## config.mk

```make
export PLATFORM = sky130hd
export DESIGN_NAME = jump_resolver
export DESIGN_NICKNAME = d
export VERILOG_FILES = /design/src/rtl/jr_pkg.sv /design/src/rtl/jr_cond_eval.sv /design/src/rtl/jr_pc_reg.sv /design/src/rtl/jump_resolver.sv
export SDC_FILE = /design/constraint.sdc
export NUM_CORES = 1
export LEC_CHECK = 0
export BUFFER_PORTS_ARGS = -buffer_cell sky130_fd_sc_hd__buf_2
export CAP_MARGIN = 0
export CORE_AREA = 2 2 58 60
export CTS_BUF_LIST = sky130_fd_sc_hd__clkbuf_4 sky130_fd_sc_hd__clkbuf_8 sky130_fd_sc_hd__clkbuf_16
export DETAILED_ROUTE_END_ITERATION = 8
export DIE_AREA = 0 0 60 62
export PLACE_DENSITY = 0.75
export SYNTH_ARGS = -nofsm -noshare
export SYNTH_HDL_FRONTEND = slang
export SYNTH_SLANG_ARGS = --single-unit
```

## constraint.sdc

```tcl
create_clock -name clk -period 1.8 [get_ports clk]
set_clock_uncertainty 0.2 [all_clocks]
set_input_delay 0.09 -clock clk [delete_from_list [all_inputs] [get_ports clk]]
set_output_delay 0.09 -clock clk [all_outputs]
set_load 0.05 [all_outputs]
```

## src/rtl/jr_pkg.sv

```systemverilog
// Package: shared types and the condition truth function for the jump
// resolution unit. Assumes a 4-bit selector; codes above JR_LAST are unused.
package jr_pkg;
    localparam int JR_COND_W = 4;
    localparam int JR_NCODES = 1 << JR_COND_W;

    typedef enum logic [JR_COND_W-1:0] {
        JC_ALWAYS = 4'd0,
        JC_EQ     = 4'd1,
        JC_NE     = 4'd2,
        JC_HS     = 4'd3,
        JC_LO     = 4'd4,
        JC_MI     = 4'd5,
        JC_PL     = 4'd6,
        JC_VS     = 4'd7,
        JC_VC     = 4'd8,
        JC_GE     = 4'd9,
        JC_LT     = 4'd10
    } jr_cond_e;

    localparam int JR_LAST = 10;

    typedef struct packed {
        logic z;
        logic c;
        logic n;
        logic v;
    } jr_flags_t;

    // Returns 1 when the condition numbered code holds for flags f.
    function automatic logic jr_holds(input int code, input jr_flags_t f);
        case (code)
            0:       return 1'b1;
            1:       return f.z;
            2:       return !f.z;
            3:       return f.c;
            4:       return !f.c;
            5:       return f.n;
            6:       return !f.n;
            7:       return f.v;
            8:       return !f.v;
            9:       return f.n == f.v;
            10:      return f.n != f.v;
            default: return 1'b0;
        endcase
    endfunction
endpackage

```

## src/rtl/jr_cond_eval.sv

```systemverilog
// Module: jr_cond_eval
// Evaluates every selector code in parallel against the flags, then picks
// the one named by sel. Purely combinational in its datapath; clk and rst_n
// only clock the assertions. Assumes sel is stable during the cycle.
module jr_cond_eval
    import jr_pkg::*;
(
    input  logic                 clk,
    input  logic                 rst_n,
    input  logic                 valid,
    input  logic [JR_COND_W-1:0] sel,
    input  jr_flags_t            flags,
    output logic                 hit
);
    logic [JR_NCODES-1:0] code_true;

    // One evaluator per code; unused codes tie off to never-taken.
    for (genvar gi = 0; gi < JR_NCODES; gi++) begin : g_code
        if (gi <= JR_LAST) begin : g_used
            assign code_true[gi] = jr_holds(gi, flags);
        end else begin : g_unused
            assign code_true[gi] = 1'b0;
        end
    end

    // Select the requested code and gate with jump-valid.
    always_comb begin
        hit = valid & code_true[sel];
    end

    // no jump presented means not taken.
    p_idle_r2: assert property (@(posedge clk) disable iff (!rst_n)
        !valid |-> !hit);
    // the always code takes every valid jump.
    p_always_r3: assert property (@(posedge clk) disable iff (!rst_n)
        (valid && sel == JC_ALWAYS) |-> hit);
    // unused codes never fire.
    p_never_r9: assert property (@(posedge clk) disable iff (!rst_n)
        (sel > 4'(JR_LAST)) |-> !hit);
    // signed greater-or-equal follows N == V.
    p_ge_r8: assert property (@(posedge clk) disable iff (!rst_n)
        (valid && sel == JC_GE) |-> (hit == (flags.n == flags.v)));
    // signed less-than is the complement of greater-or-equal.
    p_lt_r8: assert property (@(posedge clk) disable iff (!rst_n)
        (valid && sel == JC_LT) |-> (hit != (flags.n == flags.v)));
endmodule

```

## src/rtl/jr_pc_reg.sv

```systemverilog
// Module: jr_pc_reg
// Holds the program counter. On an update cycle it chooses between the
// target and the sequential address; otherwise it keeps its value.
// Assumes a synchronous active-low reset that loads RESET_VEC.
module jr_pc_reg #(
    parameter int              ADDR_W    = 16,
    parameter logic [ADDR_W-1:0] RESET_VEC = '0
) (
    input  logic              clk,
    input  logic              rst_n,
    input  logic              upd_en,
    input  logic              use_target,
    input  logic [ADDR_W-1:0] seq_addr,
    input  logic [ADDR_W-1:0] tgt_addr,
    output logic [ADDR_W-1:0] pc_nxt,
    output logic [ADDR_W-1:0] pc_q
);
    // Next-address mux: target, sequential or hold.
    always_comb begin
        if (!upd_en)        pc_nxt = pc_q;
        else if (use_target) pc_nxt = tgt_addr;
        else                pc_nxt = seq_addr;
    end

    // PC register with synchronous reset to the reset vector.
    always_ff @(posedge clk) begin
        if (!rst_n) pc_q <= RESET_VEC;
        else        pc_q <= pc_nxt;
    end

    // idle cycles leave the PC unchanged.
    p_hold_r2: assert property (@(posedge clk) disable iff (!rst_n)
        !upd_en |=> $stable(pc_q));
    // a taken jump lands on the target.
    p_load_r10: assert property (@(posedge clk) disable iff (!rst_n)
        (upd_en && use_target) |=> pc_q == $past(tgt_addr));
    // a jump not taken falls through to the sequential address.
    p_seq_r10: assert property (@(posedge clk) disable iff (!rst_n)
        (upd_en && !use_target) |=> pc_q == $past(seq_addr));
endmodule

```

## src/rtl/jump_resolver.sv

```systemverilog
// Module: jump_resolver (top)
// Decides whether a presented jump is taken from the status flags and the
// selector code, and advances the program counter accordingly. Assumes the
// flags are already valid for the cycle in which jmp_valid is high.
module jump_resolver #(
    parameter int              ADDR_W    = 16,
    parameter logic [ADDR_W-1:0] RESET_VEC = '0
) (
    input  logic              clk,
    input  logic              rst_n,
    input  logic              jmp_valid,
    input  logic [3:0]        jmp_cond,
    input  logic              flag_z,
    input  logic              flag_c,
    input  logic              flag_n,
    input  logic              flag_v,
    input  logic [ADDR_W-1:0] seq_pc,
    input  logic [ADDR_W-1:0] jmp_target,
    output logic              taken,
    output logic [ADDR_W-1:0] next_pc,
    output logic [ADDR_W-1:0] pc_q
);
    import jr_pkg::*;

    jr_flags_t flags;

    // Pack the flag pins into the shared struct.
    always_comb begin
        flags = '{z: flag_z, c: flag_c, n: flag_n, v: flag_v};
    end

    jr_cond_eval u_eval (
        .clk   (clk),
        .rst_n (rst_n),
        .valid (jmp_valid),
        .sel   (jmp_cond),
        .flags (flags),
        .hit   (taken)
    );

    jr_pc_reg #(
        .ADDR_W    (ADDR_W),
        .RESET_VEC (RESET_VEC)
    ) u_pc (
        .clk        (clk),
        .rst_n      (rst_n),
        .upd_en     (jmp_valid),
        .use_target (taken),
        .seq_addr   (seq_pc),
        .tgt_addr   (jmp_target),
        .pc_nxt     (next_pc),
        .pc_q       (pc_q)
    );
endmodule

```

* Word-level counts from Yosys, hierarchy flattened
Index checks and enable logic that the tools add are counted.
** Word-level totals
- Register bits :: 16
- Input bits :: 43
- Output and inout bits :: 33
- Word-level logic and storage cells :: 13
** Operators by class
- $lt $le $gt $ge :: 1
- Eq/ne operators :: 2
- Multiplexer cells :: 4
- Bitwise logic cells :: 1
- Reduce and logical (&&, ||, !) cells :: 4
** Operators with widths (count)
- $mux W16 :: 2
- $lt A4 B5 Y1 const B :: 1
- $bmux W1 S4 :: 1
- $logic_not A1 Y1 :: 4
- $and A1 B1 Y1 :: 1
- $eq A1 B1 Y1 :: 1
- $mux W1 :: 1
- $ne A1 B1 Y1 :: 1

* Logic depth before layout (Yosys ltp)
- Depth in word-level cells :: 6
- Gate-level depth with buffers :: 6
- Depth with buffers taken out :: 4

* Hierarchy
Synthesis repeated with hierarchy kept, for this count alone.
** Second synthesis, totals
- Cells, all modules :: 121
- Area, all modules :: 978.4 µm²
** Modules (own cells, without submodules)
- jr_pc_reg :: instances 1, cells each 106, area an instance 848.3 µm², seq. area each 320.3 µm²
- jr_cond_eval :: instances 1, cells each 15, area an instance 130.1 µm², seq. area each 0.0 µm²

* Worst setup path before layout
OpenSTA, ideal clock, no wires.
- Path type :: input to output
- Start :: input jmp_cond[2]
- End :: output next_pc[10]
- Data arrival time :: 2254 ps
- Data required time :: 1510 ps
- Path slack :: -744 ps
- Stages on the path :: 6
- Path buffers :: 2
- Cell sequence :: or2_1 a221o_1 and4_4 buf_6 buf_6 a211oi_1
** Between the ends
- Cells in the longest elaborated chain, start to end :: 5
** Ends and longest elaborated chain
- start: declaration :: RTL line jump_resolver.sv:12 : input logic [3:0] jmp_cond,
- $bmux W1 S4 :: RTL line jr_cond_eval.sv:28 : hit = valid & code_true[sel];
- $mux W1 (implied by the code) :: RTL line jr_cond_eval.sv:28
- $and A1 B1 Y1 :: RTL line jr_cond_eval.sv:28
- $mux W16 :: RTL line jr_pc_reg.sv:21 : else if (use_target) pc_nxt = tgt_addr;
- $mux W16 :: RTL line jr_pc_reg.sv:20 : if (!upd_en) pc_nxt = pc_q;
- end: declaration :: RTL line jump_resolver.sv:20 : output logic [ADDR_W-1:0] next_pc,
Every way passes these cells. The select of a mux whose other input is x is not followed.

* Worst setup path after layout
- Start :: input jmp_cond[0]
- End :: output next_pc[14]
Same word-level chain as after synthesis.

==> out/results.txt <==
biggest regs: u_pc.pc_q (16)
critical path arrival: 1580 ps
DR vias/cell: 5.46
cell count after placement: 303
largest net degree at the start of global routing: 66
Top Family by Delay on Critical Path: compound AO/OA/AOI/OAI gates
WS Path Type: in -> out
Reg clk slew, reported paths: 90 ps
min-delay worst type: in -> reg
TritonCTS clock tree: yes
chip height: 62 microns
Layout Cells excl Fill: 317
P&R area growth vs syn: 97.4%
Core Rows: 21
die area: 3720 sq um
Core Region: 3180 sq um
EDFF count, synth: 0
end-of-flow core utilization: 80.5%
area occupied by multi-input gates: 1180 sq um
Die Wd: 60 microns
Cell Chain, Critical Path: buf_4, nor2b_1, a221o_1, and4_4, buf_12, a211oi_4, buf_6
clk buf depth: 2
Synth top area share: 24.7%
clock buffer count from CTS: 3
fin. max-slew vios: 0
Ant. Diodes: 0
f_max: 536 MHz
hpwl dp: 2900 microns
clock sinks: 16
post-synthesis sequential area ratio: 24.7%
io pins: 76
worst-margin pin slew: 333 ps
WP buf/inv: 3
most flop-heavy register: u_pc.pc_q
htree depth: 1
initial core utilization: 40.8%
Max Cap Viol: 0
# DRC: 0
number of synthesis warnings: 0
Post-Syn Area: 1300 sq um
Post-Syn Nets: 207
Pre-antenna DRT Iters: 4
GRT Resource Usage Total: 23.2%
ratio of total power to cell area: 621 nW/um^2
first-pass GRT wire length: 6640 microns
max reg flops: 16
Final #Nets: 316
startpoint types: input pin
Filler cells: 184
Synth cell types: 23
RSZ-0062 raised after global routing: yes
Slew headroom: 77.7%
fin crit share: 104%
Top FF cell, synth: dfxtp_1
Clk Latency, worst-skew pair: 300 ps
CP Capture Type: output pin
Post-Place Setup Slack: -102 ps
Mean Syn Cell Area: 7.90 sq um
failing checks: setup timing
Reg area: 320 sq um
vias in the first global route: 1,525
final worst path period need: 1870 ps
CP max stage cell: a221o_1
final hold violations: 0
antenna-violating nets left: 0
share of cells above drive strength 1: 55.4%
synthesized instance count: 164
WL final: 5000 microns
Req. time, crit path: 1510 ps
GP Congestion: 0.756
via count: 1,730
Final WS setup: -65.6 ps
status: complete, but fails checks
asr flop ratio synth: 0%
grt ovf: 0
top cells by area, synth: dfxtp_1, a211oi_1, a41oi_1, nor2b_1, nand2b_1
initial antenna violation count: 0
slowest stage delay, CP: 370 ps
Setup Viol. Count Final: 16
Port Buffers: 75
P_leak: 0.00105 uW
worst-path fanout max: 6
#FFs+latches synth: 16
largest area contributor in the netlist: dfxtp_1
WL/cell: 15.8 microns
CTS Root Cell: clkbuf_4
Worst VDD drop: 0.369 mV
DR iter-0 viols: 114
kinds of logic after synthesis:
logic type	Yosys count	share of synthesized area [%]
buf+inv	16	7.24
mux	2	1.54
flops	16	24.7
compound gates	69	39.6
simple gates	61	26.9
per-layer routing:
layer / GRT usage, % / vias up / share of wire (%)
li1: - / 833 / -
met1: 30.2 / 837 / 42
met2: 40.8 / 56 / 53
met3: 2.28 / 4 / 4.3
met4: 6.67 / 0 / 0.76
met5: 0 / - / 0
final timing paths:
kind,from,end,slack (ps),cells after the start
worst max register to register,u_pc.pc_q[5],u_pc.pc_q[5],720,2
worst min-delay path,seq_pc[14],u_pc.pc_q[14],2,3
worst max-delay path,jmp_cond[0],next_pc[14],-70,7
worst min register to register,u_pc.pc_q[3],u_pc.pc_q[3],360,2
worst min-delay path: cells and delay by family:
family | cells | cell delay, ps
compound gates | 1 | 220
buf+inv | 1 | 70
simple gates | 1 | 60
report_power, final:
group / switching [uW] / internal, uW / total, uW
sequential: 23.3 / 386 / 410
combinational: 567 / 411 / 978
clock: 124 / 78.0 / 202
total: 715 / 875 / 1590
final cells by class:
class | count | area share (%)
multi-input cells | 132 | 46.0
repair buffers | 120 | 38.3
flip-flops and latches | 16 | 12.5
well taps | 46 | 2.25
clock buffers | 3 | 0.880
synthesized netlist by cell type (2+ instances only):
cell / number
a211oi_1: 30
a211oi_2: 2
a41oi_1: 16
buf_2: 3
buf_6: 4
clkbuf_1: 9
dfxtp_1: 16
mux2i_1: 2
nand2b_1: 16
nor2_1: 17
nor2b_1: 19
nor3b_1: 3
o21ai_0: 16
o21ai_1: 2
repair_timing:
| item | CTS | global route |
|---|---|---|
| resized for setup | 35 | 28 |
| hold buffers | 5 | 1 |
| endpoints found under the hold margin | 13 | 1 |
| cloned | 1 | 1 |
| buffers inserted | 2 | 1 |
| endpoints found under the setup margin | 16 | 17 |
| pin swaps | 5 | 5 |
per-stage QoR:
| step | total power, uW | area [sq um] | hold slack, ps | TNS (ps) |
|---|---|---|---|---|
| 4_1_cts | 1510 | 2380 | 0.0851 | -14.6 |
| 3_3_place_gp | 1220 | 2140 | 288 | -1100 |
| 6_report | 1590 | 2560 | 1.58 | -422 |
| 3_5_place_dp | 1230 | 2140 | 296 | -1390 |
| 5_1_grt | 1660 | 2560 | 10.9 | -992 |
| 2_1_floorplan | 1000 | 1490 | 39.9 | -2470 |
layout by cell type (no fill, tap or decap), drive strengths merged, types with 4 or more instances in the layout:
master       count
buf            112
a211oi          32
nor2b           19
o21ai           18
nor2            17
nand2b          16
dfxtp           16
a41oi           16
dlygate4sd3      6
clkbuf           4
Note: power is estimated with default switching activity, not from simulation.
